### src/rtl/freq_slew_pkg.sv
package freq_slew_pkg;
  // Strobes from the control unit to the datapath; at most one is high.
  typedef struct packed {
    logic loadFloor;
    logic rampUp;
    logic rampDown;
    logic halt;
  } slewCmd_t;
endpackage

### src/rtl/freq_slew_ctrl.sv
module freq_slew_ctrl
  import freq_slew_pkg::*;
#(
  parameter int SEL_W         = 3,
  parameter int WORD_W        = 12,
  parameter int MIN_WORD      = 64,
  parameter int MAX_WORD      = 1600,
  parameter int SETTLE_CYCLES = 4
) (
  input  logic                              clk,
  input  logic                              rstN,
  input  logic [SEL_W-1:0]                  sel,
  input  logic [(2**SEL_W)*WORD_W-1:0]      cfgTable,
  input  logic                              rateTick,
  input  logic [WORD_W-1:0]                 curWord,
  output logic [WORD_W-1:0]                 aimWord,
  output logic [WORD_W-1:0]                 targetWord,
  output slewCmd_t                          cmd
);
  localparam int CNT_W = $clog2(SETTLE_CYCLES + 1);
  localparam logic [CNT_W-1:0]  SETTLE_C = CNT_W'(SETTLE_CYCLES);
  localparam logic [WORD_W-1:0] MIN_W    = WORD_W'(MIN_WORD);
  localparam logic [WORD_W-1:0] MAX_W    = WORD_W'(MAX_WORD);

  logic [SEL_W-1:0]  selSeen;
  logic [SEL_W-1:0]  selTaken;
  logic [CNT_W-1:0]  holdCnt;
  logic [WORD_W-1:0] rawEntry;
  logic              isOff;

  // Select stability filter
  always_ff @(posedge clk) begin
    if (!rstN) begin
      selSeen  <= '0;
      selTaken <= '0;
      holdCnt  <= SETTLE_C;
    end else begin
      selSeen <= sel;
      if (sel != selSeen)
        holdCnt <= '0;
      else if (holdCnt != SETTLE_C)
        holdCnt <= holdCnt + 1'b1;
      if (holdCnt == SETTLE_C)
        selTaken <= selSeen;
    end
  end

  // Table lookup and band clamp
  always_comb begin
    rawEntry = cfgTable[selTaken*WORD_W +: WORD_W];
    isOff    = (rawEntry == '0);
    if (isOff)
      targetWord = '0;
    else if (rawEntry < MIN_W)
      targetWord = MIN_W;
    else if (rawEntry > MAX_W)
      targetWord = MAX_W;
    else
      targetWord = rawEntry;
    aimWord = isOff ? MIN_W : targetWord;
  end

  // Strobe decode
  always_comb begin
    cmd = '0;
    if (rateTick) begin
      if (curWord == '0)
        cmd.loadFloor = !isOff;
      else if (isOff && curWord == MIN_W)
        cmd.halt = 1'b1;
      else if (curWord < aimWord)
        cmd.rampUp = 1'b1;
      else if (curWord > aimWord)
        cmd.rampDown = 1'b1;
    end
  end

  p_move_only_on_tick_r2: assert property (@(posedge clk) disable iff (!rstN)
    !rateTick |=> $stable(curWord));
  p_off_start_floor_r4: assert property (@(posedge clk) disable iff (!rstN)
    (rateTick && curWord == '0 && targetWord != '0) |=> (curWord == MIN_W));
  p_halt_from_floor_r5: assert property (@(posedge clk) disable iff (!rstN)
    (rateTick && curWord == MIN_W && targetWord == '0) |=> (curWord == '0));
  p_one_strobe_r3: assert property (@(posedge clk) disable iff (!rstN)
    $onehot0(cmd));
endmodule

### src/rtl/freq_slew_dp.sv
module freq_slew_dp
  import freq_slew_pkg::*;
#(
  parameter int WORD_W    = 12,
  parameter int ACC_W     = 12,
  parameter int MIN_WORD  = 64,
  parameter int MAX_WORD  = 1600,
  parameter int STEP_WORD = 100
) (
  input  logic              clk,
  input  logic              rstN,
  input  slewCmd_t          cmd,
  input  logic [WORD_W-1:0] aimWord,
  output logic [WORD_W-1:0] curWord,
  output logic              cpuClk
);
  localparam logic [WORD_W-1:0] MIN_W  = WORD_W'(MIN_WORD);
  localparam logic [WORD_W-1:0] MAX_W  = WORD_W'(MAX_WORD);
  localparam logic [WORD_W-1:0] STEP_W = WORD_W'(STEP_WORD);

  logic [WORD_W-1:0] nextWord;
  logic [ACC_W-1:0]  phaseAcc;

  always_comb begin
    nextWord = curWord;
    if (cmd.loadFloor)
      nextWord = MIN_W;
    else if (cmd.halt)
      nextWord = '0;
    else if (cmd.rampUp)
      nextWord = ((aimWord - curWord) > STEP_W) ? curWord + STEP_W : aimWord;
    else if (cmd.rampDown)
      nextWord = ((curWord - aimWord) > STEP_W) ? curWord - STEP_W : aimWord;
  end

  always_ff @(posedge clk) begin
    if (!rstN) begin
      curWord  <= '0;
      phaseAcc <= '0;
    end else begin
      curWord <= nextWord;
      if (curWord == '0)
        phaseAcc <= '0;
      else
        phaseAcc <= phaseAcc + ACC_W'(curWord);
    end
  end

  assign cpuClk = phaseAcc[ACC_W-1];

  p_step_up_bound_r3: assert property (@(posedge clk) disable iff (!rstN)
    ($past(curWord) != '0 && curWord > $past(curWord)) |-> ((curWord - $past(curWord)) <= STEP_W));
  p_step_down_bound_r3: assert property (@(posedge clk) disable iff (!rstN)
    (curWord != '0 && curWord < $past(curWord)) |-> (($past(curWord) - curWord) <= STEP_W));
  p_band_r6: assert property (@(posedge clk) disable iff (!rstN)
    (curWord == '0) || (curWord >= MIN_W && curWord <= MAX_W));
  p_clock_low_when_off_r8: assert property (@(posedge clk) disable iff (!rstN)
    (curWord == '0) |=> !cpuClk);
endmodule

### src/rtl/cpu_freq_slewer.sv
module cpu_freq_slewer
  import freq_slew_pkg::*;
#(
  parameter int SEL_W         = 3,
  parameter int WORD_W        = 12,
  parameter int ACC_W         = 12,
  parameter int MIN_WORD      = 64,
  parameter int MAX_WORD      = 1600,
  parameter int STEP_WORD     = 100,
  parameter int SETTLE_CYCLES = 4
) (
  input  logic                         clk,
  input  logic                         rstN,
  input  logic [SEL_W-1:0]             sel,
  input  logic [(2**SEL_W)*WORD_W-1:0] cfgTable,
  input  logic                         rateTick,
  output logic [WORD_W-1:0]            curWord,
  output logic                         settled,
  output logic                         cpuClk
);
  slewCmd_t          cmd;
  logic [WORD_W-1:0] aimWord;
  logic [WORD_W-1:0] targetWord;

  freq_slew_ctrl #(
    .SEL_W(SEL_W), .WORD_W(WORD_W), .MIN_WORD(MIN_WORD),
    .MAX_WORD(MAX_WORD), .SETTLE_CYCLES(SETTLE_CYCLES)
  ) i_ctrl (
    .clk(clk), .rstN(rstN), .sel(sel), .cfgTable(cfgTable),
    .rateTick(rateTick), .curWord(curWord), .aimWord(aimWord),
    .targetWord(targetWord), .cmd(cmd)
  );

  freq_slew_dp #(
    .WORD_W(WORD_W), .ACC_W(ACC_W), .MIN_WORD(MIN_WORD),
    .MAX_WORD(MAX_WORD), .STEP_WORD(STEP_WORD)
  ) i_dp (
    .clk(clk), .rstN(rstN), .cmd(cmd), .aimWord(aimWord),
    .curWord(curWord), .cpuClk(cpuClk)
  );

  assign settled = (curWord == targetWord);
endmodule

### config.mk
export PLATFORM = sky130hd
export DESIGN_NAME = cpu_freq_slewer
export DESIGN_NICKNAME = d
export VERILOG_FILES = /design/src/rtl/freq_slew_pkg.sv /design/src/rtl/freq_slew_ctrl.sv /design/src/rtl/freq_slew_dp.sv /design/src/rtl/cpu_freq_slewer.sv
export SDC_FILE = /design/constraint.sdc
export NUM_CORES = 1
export LEC_CHECK = 0
export ABC_AREA = 1
export BUFFER_PORTS_ARGS = -buffer_cell sky130_fd_sc_hd__buf_2
export CAP_MARGIN = 20
export CORE_MARGIN = 3
export CORE_UTILIZATION = 45
export CTS_BUF_LIST = sky130_fd_sc_hd__clkbuf_8
export DETAILED_ROUTE_END_ITERATION = 7
export PLACE_DENSITY = 0.7
export SYNTH_ARGS = -nofsm -noshare
export SYNTH_HDL_FRONTEND = slang
export SYNTH_HIERARCHICAL = 1
export SYNTH_SLANG_ARGS = --single-unit
### constraint.sdc
create_clock -name clk -period 3.6 [get_ports clk]
set_clock_uncertainty 0.2 [all_clocks]
set_input_delay 0.72 -clock clk [delete_from_list [all_inputs] [get_ports clk]]
set_output_delay 0.72 -clock clk [all_outputs]
set_load 0.02 [all_outputs]
### Word level (Yosys, flattened, before mapping)

Cells that the tools add are included.

* multipliers: 1
* equality and inequality tests: 5
* reductions and logical operators: 10
* muxes and demuxes: 20
* bitwise operators: 1
* add/subtract/negate cells: 6
* divide/modulo/power cells: 0
* $lt $le $gt $ge: 6
* shift-type cells: 1

Operators by type and width (count)
* 2-to-1 mux 12 bit: 8
* variable part select 96 x 8 -> 12 bit: 1
* greater-than comparator 12 x 7 -> 1 bit, second input constant: 2
* logical NOT 12 bit: 2
* subtractor 12 bit: 2
* 2-to-1 mux 7 bit: 2
* adder 12 bit: 1
* adder 12 x 7 -> 12 bit, second input constant: 1
* equality test 12 bit: 1
* equality test 12 x 7 -> 1 bit, second input constant: 1
* greater-than comparator 12 x 11 -> 1 bit, second input constant: 1
* greater-than comparator 12 bit: 1
* less-than comparator 12 bit: 1
* less-than comparator 12 x 7 -> 1 bit, second input constant: 1
* subtractor 12 x 7 -> 12 bit, second input constant: 1
* 2-to-1 mux 3 bit: 3
* multiplier 3 x 2 -> 5 bit, second input constant: 1
* 2-to-1 mux 1 bit: 5
* 2-to-1 mux 4 bit: 1
* nonzero test 2 bit: 2
* nonzero test 4 bit: 1
* OR reduction 2 bit: 2
* adder 3 x 1 -> 3 bit, second input constant: 1
* equality test 3 bit, second input constant: 1
* 7 further kinds: 7

* bits in latches: 0
* bits in read-only memories: 0
* bits of input ports: 102
* bits in writable memories: 0
* logic and storage cells: 57
* memories kept: 0
* flip-flop bits (word level): 33

### Longest topological paths before layout

Gate-level depths: netlist (run 1).

* word-level depth: 17
* mapped depth: 35
* depth with buffers taken out: 33

### Cells and area by module

The synthesis (run 1) kept the hierarchy.

Modules (own cells, without submodules)
* freq_slew_dp: times used 1, cells each 533, sequential area each 480.5 um^2, area each 3133.0 um^2
* freq_slew_ctrl: times used 1, cells each 458, sequential area each 180.2 um^2, area each 2364.8 um^2
* cpu_freq_slewer: times used 1, cells each 41, sequential area each 0.0 um^2, area each 193.9 um^2

### Worst setup path before layout (run 1)

OpenSTA, ideal clock, no wires.

* kind: input port to flip-flop
* start point: input cfgTable[55]
* end point: register (tool-made name)
* arrival time: 3.509 ns
* cell stages on the path: 26
* path slack: -0.225 ns
* setup time: 0.116 ns
* buffers on the path: 2
* required time: 3.284 ns
* path through: nor2_1 > nor2_1 > o21ai_1 > nand3_2 > nand2_1 > nand2_1 > nor2_1 > nor2_1 > nand2_2 > buf_6 > nand3b_1 > ha_1 > a21oi_1 > o21ai_0 > nand4_1 > nand3_1 > or2_2 > nor2_1 > clkbuf_4 > clkinv_1 > nand2_4 > nand2_4 > nor2_4 > inv_1 > nor2_1 > nor2_1

RTL lines
* from (decl): RTL line cpu_freq_slewer.sv:15 `input logic [(2**SEL_W)*WORD_W-1:0] cfgTable,`

### Worst setup path in the final report (run 1)

* start point: register i_ctrl.selTaken[0]
* end point: output settled

* longest elaborated chain between the ends: 7
* elaborated cells between the ends (all ways): 9

Ends and longest elaborated chain
* from (decl): RTL line freq_slew_ctrl.sv:26 `logic [SEL_W-1:0] selTaken;`
* from (signal assigned): RTL line freq_slew_ctrl.sv:44 `selTaken <= selSeen;`
* multiplier 3 x 2 -> 5 bit (*): RTL line freq_slew_ctrl.sv:50 `rawEntry = cfgTable[selTaken*WORD_W +: WORD_W];`
* variable part select 96 x 8 -> 12 bit (*): RTL line freq_slew_ctrl.sv:50
* greater-than comparator 12 x 11 -> 1 bit: RTL line freq_slew_ctrl.sv:56 `else if (rawEntry > MAX_W)`
* 2-to-1 mux 12 bit: RTL line freq_slew_ctrl.sv:56
* 2-to-1 mux 12 bit: RTL line freq_slew_ctrl.sv:54 `else if (rawEntry < MIN_W)`
* 2-to-1 mux 12 bit (*): RTL line freq_slew_ctrl.sv:52 `if (isOff)`
* equality test 12 bit (*): RTL line cpu_freq_slewer.sv:42 `assign settled = (curWord == targetWord);`
* to (decl): RTL line cpu_freq_slewer.sv:18 `output logic settled,`

Every way passes the cells marked *; elsewhere a longest branch is shown, timed or not.

==> results_dict.tcl, run 1 <==
set metrics [dict create \
    synth_top_area_frac 0.225 \
    drive_gt1_frac 0.355 \
    required_ns 2.68 \
    yosysUniqueCellTypes 45 \
    clockBufferDepth 2 \
    r2r_start "i_ctrl/selTaken[0]" \
    netlist_area_um2 5690 \
    holdWs_ns 0.288 \
    wl_per_cell_um 13.5 \
    pin_count 116 \
    insertion_delay_ns 0.29 \
    grtUsageTotal 0.240 \
    ys_seq_area_frac 0.116 \
    status "finished, violations left" \
    yosys-top-cells-area "nand2_1 (22%), inv_1 (12%), dfxtp_1 (12%)" \
    worstHoldPathCells 2 \
    routed_wl_um 19100 \
    ys_ff_latch 33 \
    core-area_um2 12200 \
    nFillCells 1066 \
    irDropWorstVdd_v 0.000395 \
    die_x_um 118 \
    slew_violations 0 \
    crit_path_max_incr_delay_ns 0.37 \
    rsz0062_at_grt "true" \
    clk_pin_slew_ns 0.08 \
    ctsRootBufferMaster "clkbuf_8" \
    hold_viol_final 0 \
    finalInstanceArea_um2 8340 \
    grt_pass1_wl_um 28800 \
    postCtsHoldBufs 0 \
    crit_buf_inv 6 \
    htreeDepth 2 \
    min_to "i_ctrl/holdCnt[0]" \
    reg2reg_slack_ns -0.31 \
    relSlewSlack 0.391 \
    setup_viol_count_final 13 \
    total_power_uw 6580 \
    layout_commonest_cell "nand2_1" \
    setup_ws_ns -0.315 \
    critical_path_arrival_ns 3.00 \
    num_vias 7155 \
    clkSinkCount 33 \
    via_per_inst 5.04 \
    dieArea_um2 14000 \
    synthCells 1032 \
    gp_congestion 0.970 \
    fin_crit_sh 1.09 \
    p_leak_uw 0.00464 \
    final_util 0.683 \
    holdCritStartpoint "i_ctrl/holdCnt[0]" \
    firstDrtPassIters 5 \
    yosys.area.top_type "nand2_1" \
    final_cell_mix "nand2_1 (291), inv_1 (177), buf_2 (114)" \
    cts_tree "built" \
    ys.flop_type "dfxtp_1" \
    start_util 0.466 \
    grt_max_degree 34 \
    std_cell_rows 40 \
    placed_cell_area_um2 7100 \
    synth_edf_count 0 \
    path_cells "buf_12, buf_12, inv_16, nand2_1, nand3_1, nand2_2, nand2_1, nand2_2, a21boi_1, nor2_2, nand2_4, nand2_8, buf_6, nor2_4, buf_6, xnor2_1, nand2_1, nor2_1, nand2_2, nor2_4, buf_6" \
    reg2reg_depth 31 \
    crit_path_end_kind "output pin" \
    crit_family "simple AND/OR/NAND/NOR gates" \
    worstHoldPathType "register to register" \
    crit_path_top_delay_cell "dfxtp_4" \
    ys.warnings.count 6 \
    start_kind "register" \
    fmax_mhz 255 \
    grt-ovfl-total 0 \
    antenna_left 0 \
    p_per_area_nw_per_um2 789 \
    regArea_um2 664 \
    multiInputGateArea_um2 4710 \
    io_buffers 115 \
    critical_path_class "register to output pin" \
    grt_pass1_vias 6439 \
    nets 1404 \
    area_growth_pct 46.6 \
    async_flop_share 0 \
    cap_viol_max_count 0 \
    antenna_found_initial 0 \
    worst_slew_pin_slew_ns 0.910 \
    cts_made_buffers 5 \
    antenna_cells 0 \
    violations "setup timing" \
    drt_iter0_drc 636 \
    dp_hpwl_um 13600 \
    path_max_fanout 8 \
    die_h_um 118 \
    syn_area_per_cell_um2 5.52 \
    drcViolationCount 0 \
    fin_crit_ns 3.92 \
]
[flip-flops by register name, summed over array words and instances (netlist names), named ones only]
name             flops
i_ctrl/selSeen       3
i_ctrl/selTaken      3
i_dp/phaseAcc       12
i_dp/curWord        10
i_ctrl/holdCnt       3
[power breakdown]
part	leakage [uW]	switching [uW]	internal, uW	total (uW)
combinational	0.00431	3280	2340	5620
sequential	0.000273	110	495	605
clock	0.0000543	152	207	359
total	0.00464	3540	3040	6580
[cell usage after synthesis (all sizes together) (2+ instances only)]
cell    count
a21oi      55
buf        35
clkbuf      3
clkinv      3
conb        2
dfxtp      33
fa          2
ha         49
inv       199
nand2     355
nand3     126
nand3b      7
nand4      11
nor2       72
nor3        7
o21ai      32
o21bai      3
or2         2
xnor2      11
xor2       16
[tightest hold or removal path, cell delays in order, from the launching register on]
cell and delay (ns):
dfxtp_1 0.33, nand2_1 0.06, a21oi_1 0.05
[metal layers]
metal	track usage	routed length (um)
met5	0	0
met2	0.419	9440
met3	0.0172	1020
met1	0.328	8370
met4	0.0463	315
[cells by family (layout without fill, tap and decap cells)]
family                     Yosys count  count (layout)  share of synthesized area
AOI/OAI and AO/OA                   97              97                     0.0908
xor gates and xnor gates            27              27                     0.0415
buffers and inverters              240             457                      0.183
and+or+nand+nor                    582             584                      0.452
DFF                                 33              33                      0.116
adders and majority gates           51              51                      0.115
other                                2               3                    0.00132
[layout make-up]
class                   count  area share
multi-input cells         762       0.565
clock inverters             3     0.00555
repair inverters            4     0.00555
well taps                 168      0.0252
inverters                 202      0.0967
clock buffers               5     0.00825
flip-flops and latches     33      0.0796
repair buffers            243       0.214
[worst max-delay path by stage]
stage,start,endpoint,slack [ns],cells after the start
5_1_grt,i_ctrl/selTaken[0],register,-0.60,32
3_3_place_gp,cfgTable[89],register,-0.55,29
6_report,i_ctrl/selTaken[0],settled,-0.32,21
3_5_place_dp,cfgTable[89],register,-0.60,29
4_1_cts,i_ctrl/selTaken[0],settled,-0.29,21
2_1_floorplan,cfgTable[55],register,-0.006,26
[stage by stage]
step | setup WS [ns] | setup TNS, ns | cells
final | -0.315 | -3.17 | 1420
after global routing | -0.605 | -6.66 | 1420
after CTS | -0.286 | -2.58 | 1390
after detailed placement | -0.597 | -6.96 | 1378
after global placement | -0.550 | -6.36 | 1378
after floorplan | -0.00557 | -0.0162 | 1033
[what timing repair did]
item	4_1_cts	5_1_grt
pin swaps	4	63
endpoints found under the setup margin	13	13
buffers inserted	2	21
gates cloned	2	9
resized for setup	32	167
No activity file was read; power rests on OpenSTA's default activity.
==> run 2, diff against run 1 <==
- CELL_PAD_IN_SITES_DETAIL_PLACEMENT: not set -> 1
- CELL_PAD_IN_SITES_GLOBAL_PLACEMENT: not set -> 2
- CORE_MARGIN: 3 -> 2
- CORE_UTILIZATION: 45 -> 26
- PLACE_DENSITY: 0.7 -> not set
- PLACE_DENSITY_LB_ADDON: not set -> 0.1
==> results_dict.tcl, run 2 (synthesized netlist as in run 1, its figures left out) <==
set metrics [dict create \
    postCtsHoldBufs 0 \
    regArea_um2 666 \
    fmax_mhz 257 \
    grt_pass1_wl_um 37000 \
    hold_viol_final 0 \
    nFillCells 2887 \
    antenna_found_initial 1 \
    setup_ws_ns -0.296 \
    critical_path_class "register to output pin" \
    cap_viol_max_count 0 \
    drcViolationCount 0 \
    setup-tns-final_ns -2.76 \
    dieArea_um2 23100 \
    path_max_fanout 6 \
    final_cell_mix "nand2_1 (275), inv_1 (181), buf_4 (117)" \
    required_ns 2.68 \
    cts_made_buffers 5 \
    drt_iter0_drc 206 \
    firstDrtPassIters 4 \
    status "finished, violations left" \
    largest_reg_flops 12 \
    multiInputGateArea_um2 4900 \
    gp_congestion 0.779 \
    setup_viol_count_final 13 \
    start_kind "register" \
    fin_crit_sh 1.08 \
    p_leak_uw 0.00483 \
    layout_commonest_cell "nand2_1" \
    std_cell_rows 54 \
    slew_violations 0 \
    min_to "i_ctrl/holdCnt[1]" \
    clockBufferDepth 2 \
    reg2reg_slack_ns -0.24 \
    largest_registers "i_dp/phaseAcc: 12 flops, i_dp/curWord: 10 flops" \
    cts_tree "built" \
    io_buffers 115 \
    clk_pin_slew_ns 0.08 \
    die_x_um 152 \
    drive_gt1_frac 0.395 \
    dp_hpwl_um 18300 \
    grt_max_degree 24 \
    htreeDepth 2 \
    grtUsageTotal 0.195 \
    nets 1427 \
    relSlewSlack 0.669 \
    routed_wl_um 23700 \
    antenna_cells 0 \
    rsz0062_at_grt "true" \
    ctsRootBufferMaster "clkbuf_8" \
    fin_crit_ns 3.90 \
    pin_count 116 \
    violations "setup timing" \
    holdCritStartpoint "i_ctrl/holdCnt[1]" \
    clkSinkCount 33 \
    die_h_um 152 \
    num_vias 7043 \
    worstHoldPathCells 2 \
    worst_slew_pin_slew_ns 0.494 \
    start_util 0.263 \
    area_growth_pct 56.3 \
    via_per_inst 4.53 \
    crit_path_end_kind "output pin" \
    insertion_delay_ns 0.30 \
    p_per_area_nw_per_um2 797 \
    critical_path_arrival_ns 2.98 \
    reg2reg_depth 29 \
    antenna_left 0 \
    wl_per_cell_um 15.3 \
    grt-ovfl-total 0 \
    top_register "i_dp/phaseAcc" \
    grt_pass1_vias 7190 \
    irDropWorstVdd_v 0.000243 \
    fin_cells 1555 \
    r2r_start "i_ctrl/selTaken[0]" \
    pre_cts_slack_ns -0.704 \
    core-area_um2 21600 \
    dp.cells 1495 \
    worstHoldPathType "register to register" \
]
[run 2: timing repair]
item | 4_1_cts | 5_1_grt
setup buffers | 13 | 29
cloned | 5 | 5
gates resized for setup | 93 | 148
endpoints found under the setup margin | 13 | 13
pin swaps | 29 | 68
[run 2: where the power goes]
part | internal (uW) | switching, uW
sequential | 495 | 73.6
clock | 134 | 165
combinational | 2600 | 3610
[run 2: worst max path at each step]
stage,start,end,slack [ns],cells after the start
3_5_place_dp,cfgTable[21],register,-0.70,30
6_report,i_ctrl/selTaken[0],settled,-0.30,22
5_1_grt,i_ctrl/selTaken[0],register,-0.52,32
3_3_place_gp,cfgTable[45],i_dp/curWord[7],-0.67,29
2_1_floorplan,cfgTable[55],register,-0.006,26
4_1_cts,i_ctrl/selTaken[0],register,-0.27,29
[run 2: layer usage]
metal  global-route usage  wire [um]  vias up
li1                     -          -     3669
met1                0.245      10600     3283
met2                0.372      12400       83
met3               0.0237        612        8
met4               0.0138        121        0
met5                    0          0        -
[run 2: cell type report]
type / instances / share of cell area
clock buffers: 5 / 0.00774
repair buffers: 269 / 0.233
repair inverters: 2 / 0.00253
well taps: 280 / 0.0394
multi-input cells: 761 / 0.551
clock inverters: 3 / 0.00197
inverters: 202 / 0.0898
flip-flops and latches: 33 / 0.0748
[run 2: critical path, stage by stage (launching register included)]
cell and delay [ns]:
dfxtp_4 0.40, buf_12 0.16, clkbuf_16 0.16, nand2_1 0.05, nand2_1 0.05, nand2_1 0.07, nand3_2 0.09, nand2_2 0.12
nand2_2 0.08, nor2_2 0.11, nand3_2 0.11, nand2_4 0.12, nand2_8 0.10, nor2_4 0.18, buf_6 0.12, buf_6 0.10
nand2_1 0.05, nand2_1 0.08, nand2_1 0.07, nor2_2 0.13, nand2_2 0.08, nor2_2 0.13, buf_6 0.13
[run 2: metrics by stage]
stage                     cell area, um^2  power [uW]   util  hold slack, ns
final                                8890        7090  0.411           0.300
after CTS                            7940        6290  0.367           0.303
after detailed placement             7280        5400  0.337           0.291
after global placement               7280        5350  0.337           0.277
after floorplan                      5770        3680      -           0.257
after global routing                 8890        7800  0.411           0.336
==> run 3, diff against run 2 <==
- CORE_MARGIN: 2 -> 5
- CORE_UTILIZATION: 26 -> 31
- TNS_END_PERCENT: not set -> 30
- clock period: 3.6 -> 4.93 ns (I/O delays scaled with it)
==> results_dict.tcl, run 3 (synthesized netlist as in run 1, its figures left out) <==
set metrics [dict create \
    status "completed" \
    area_growth_pct 15.4 \
    holdWs_ns 0.298 \
    core-area_um2 18000 \
    htreeDepth 2 \
    worstHoldPathType "register to register" \
    antenna_found_initial 1 \
    setup_ws_ns 0.401 \
    p_per_area_nw_per_um2 564 \
    cts_tree "built" \
    io_buffers 115 \
    num_vias 6407 \
    p_comb_frac 0.784 \
    fin_crit_ns 4.53 \
    clk_pin_slew_ns 0.08 \
    critical_path_class "primary input to output pin" \
    start_kind "primary input" \
    rsz0062_at_grt "false" \
    p_sw_uw 2160 \
    layout_commonest_cell "nand2_1" \
    final_cell_mix "nand2_1 (341), inv_1 (188), nand3_1 (118)" \
    relSlewSlack 0.350 \
    r2r_start "i_ctrl/selTaken[0]" \
    hold_viol_final 0 \
    grtUsageTotal 0.181 \
    p_leak_uw 0.00389 \
    largest_registers "i_dp/phaseAcc: 12 flops, i_dp/curWord: 10 flops" \
    routed_wl_um 19700 \
    seq_power_share 0.139 \
    setup_viol_count_final 0 \
    reg2reg_slack_ns 0.48 \
    insertion_delay_ns 0.30 \
    dieArea_um2 21200 \
    reg2reg_depth 29 \
    dp_hpwl_um 16400 \
    gp_congestion 0.833 \
    grt_max_degree 47 \
    fmax_mhz 221 \
    cts-resized-gates 0 \
    reg2reg_to "i_dp/curWord[5]" \
    top_register "i_dp/phaseAcc" \
    via_per_inst 4.68 \
    drcViolationCount 0 \
    crit_path_end_kind "output pin" \
    largest_reg_flops 12 \
    firstDrtPassIters 4 \
    required_ns 3.74 \
    swShare 0.584 \
    irDropWorstVdd_v 0.000247 \
    pwr-share-clk 0.077 \
    min_to "i_ctrl/holdCnt[1]" \
    wl_met2_um 9430 \
    clkSinkCount 33 \
    path_max_fanout 11 \
    clockBufferDepth 2 \
    wl_per_cell_um 14.4 \
    ctsRootBufferMaster "clkbuf_8" \
    start_util 0.316 \
    worstHoldPathCells 2 \
    holdCritStartpoint "i_ctrl/holdCnt[1]" \
    setup-tns-final_ns 0 \
    top_layer_used "met4" \
    die_h_um 146 \
    nFillCells 2548 \
    fin_crit_sh 0.919 \
    pre_cts_slack_ns 0.0799 \
    critical_path_arrival_ns 3.34 \
    grt_pass1_vias 6587 \
    post_cts_buffers 0 \
    antenna_left 0 \
    drt_iter0_drc 221 \
    wirelength_met1_um 9690 \
    grt_pass1_wl_um 32500 \
    postCtsHoldBufs 0 \
    p_int_uw 1540 \
    worst_slew_pin_slew_ns 0.970 \
    std_cell_rows 49 \
    slew_violations 0 \
    route.met3.wl_um 393 \
    pin_count 116 \
    die_x_um 146 \
    nets 1290 \
    grt-ovfl-total 0 \
    cap_viol_max_count 0 \
    cts_made_buffers 5 \
    drive_gt1_frac 0.171 \
]
run 3: worst max-delay path by stage:
stage	start	end	slack [ns]	depth (start not counted)
final	cfgTable[18]	settled	0.40	19
after global routing	cfgTable[6]	register	0.03	29
after detailed placement	cfgTable[40]	i_dp/curWord[8]	0.08	23
after CTS	i_ctrl/selTaken[0]	settled	0.28	18
after global placement	cfgTable[9]	i_dp/curWord[7]	0.14	28
after floorplan	cfgTable[55]	register	0.84	26
run 3: routing by layer:
layer	vias up	global-route usage
met5	-	0
met4	0	0.0261
met3	12	0.0146
met2	64	0.325
met1	2948	0.243
li1	3383	-
run 3: metrics by stage:
stage	cells	utilization	area [um^2]	power (uW)
CTS	1367	0.364	6550	3730
floorplan	1033	-	5700	2640
finish	1368	0.364	6570	3700
global route	1368	0.364	6570	4140
detailed placement	1359	0.357	6430	3430
global placement	1359	0.357	6430	3390
run 3: power by group through the flow:
stage                     Clock [uW]  Sequential [uW]  Combinational [uW]
final                            284              516                2900
after CTS                        291              518                2920
after detailed placement           0              526                2910
after floorplan                    0              539                2100
after global placement             0              524                2860
after global routing             301              533                3310
run 3: worst max-delay path, cell delays in order:
cell and delay [ns]:
buf_2 0.10, inv_1 0.04, nand2_1 0.04, nand3_1 0.08
nand2_1 0.08, o21ai_1 0.22, nand2_1 0.14, nor2_1 0.11
nor2_1 0.06, nand2_2 0.24, nand2_2 0.14, nor2_1 0.20
buf_4 0.17, xnor2_1 0.11, nand2_1 0.06, nor2_1 0.18
nand2_1 0.10, nor2_2 0.09, buf_2 0.17
run 3: area by class of cell:
cell class                 count  area [um^2]  area share
sequential                    33          662       0.101
tap                          229          287      0.0436
multi-input combinational    760         4000       0.608
clock buffer                   6         82.6      0.0126
antenna                        1         2.50    0.000381
clock inverter                 2         37.5     0.00572
inverter                     202          771       0.117
timing repair buffer         135          729       0.111
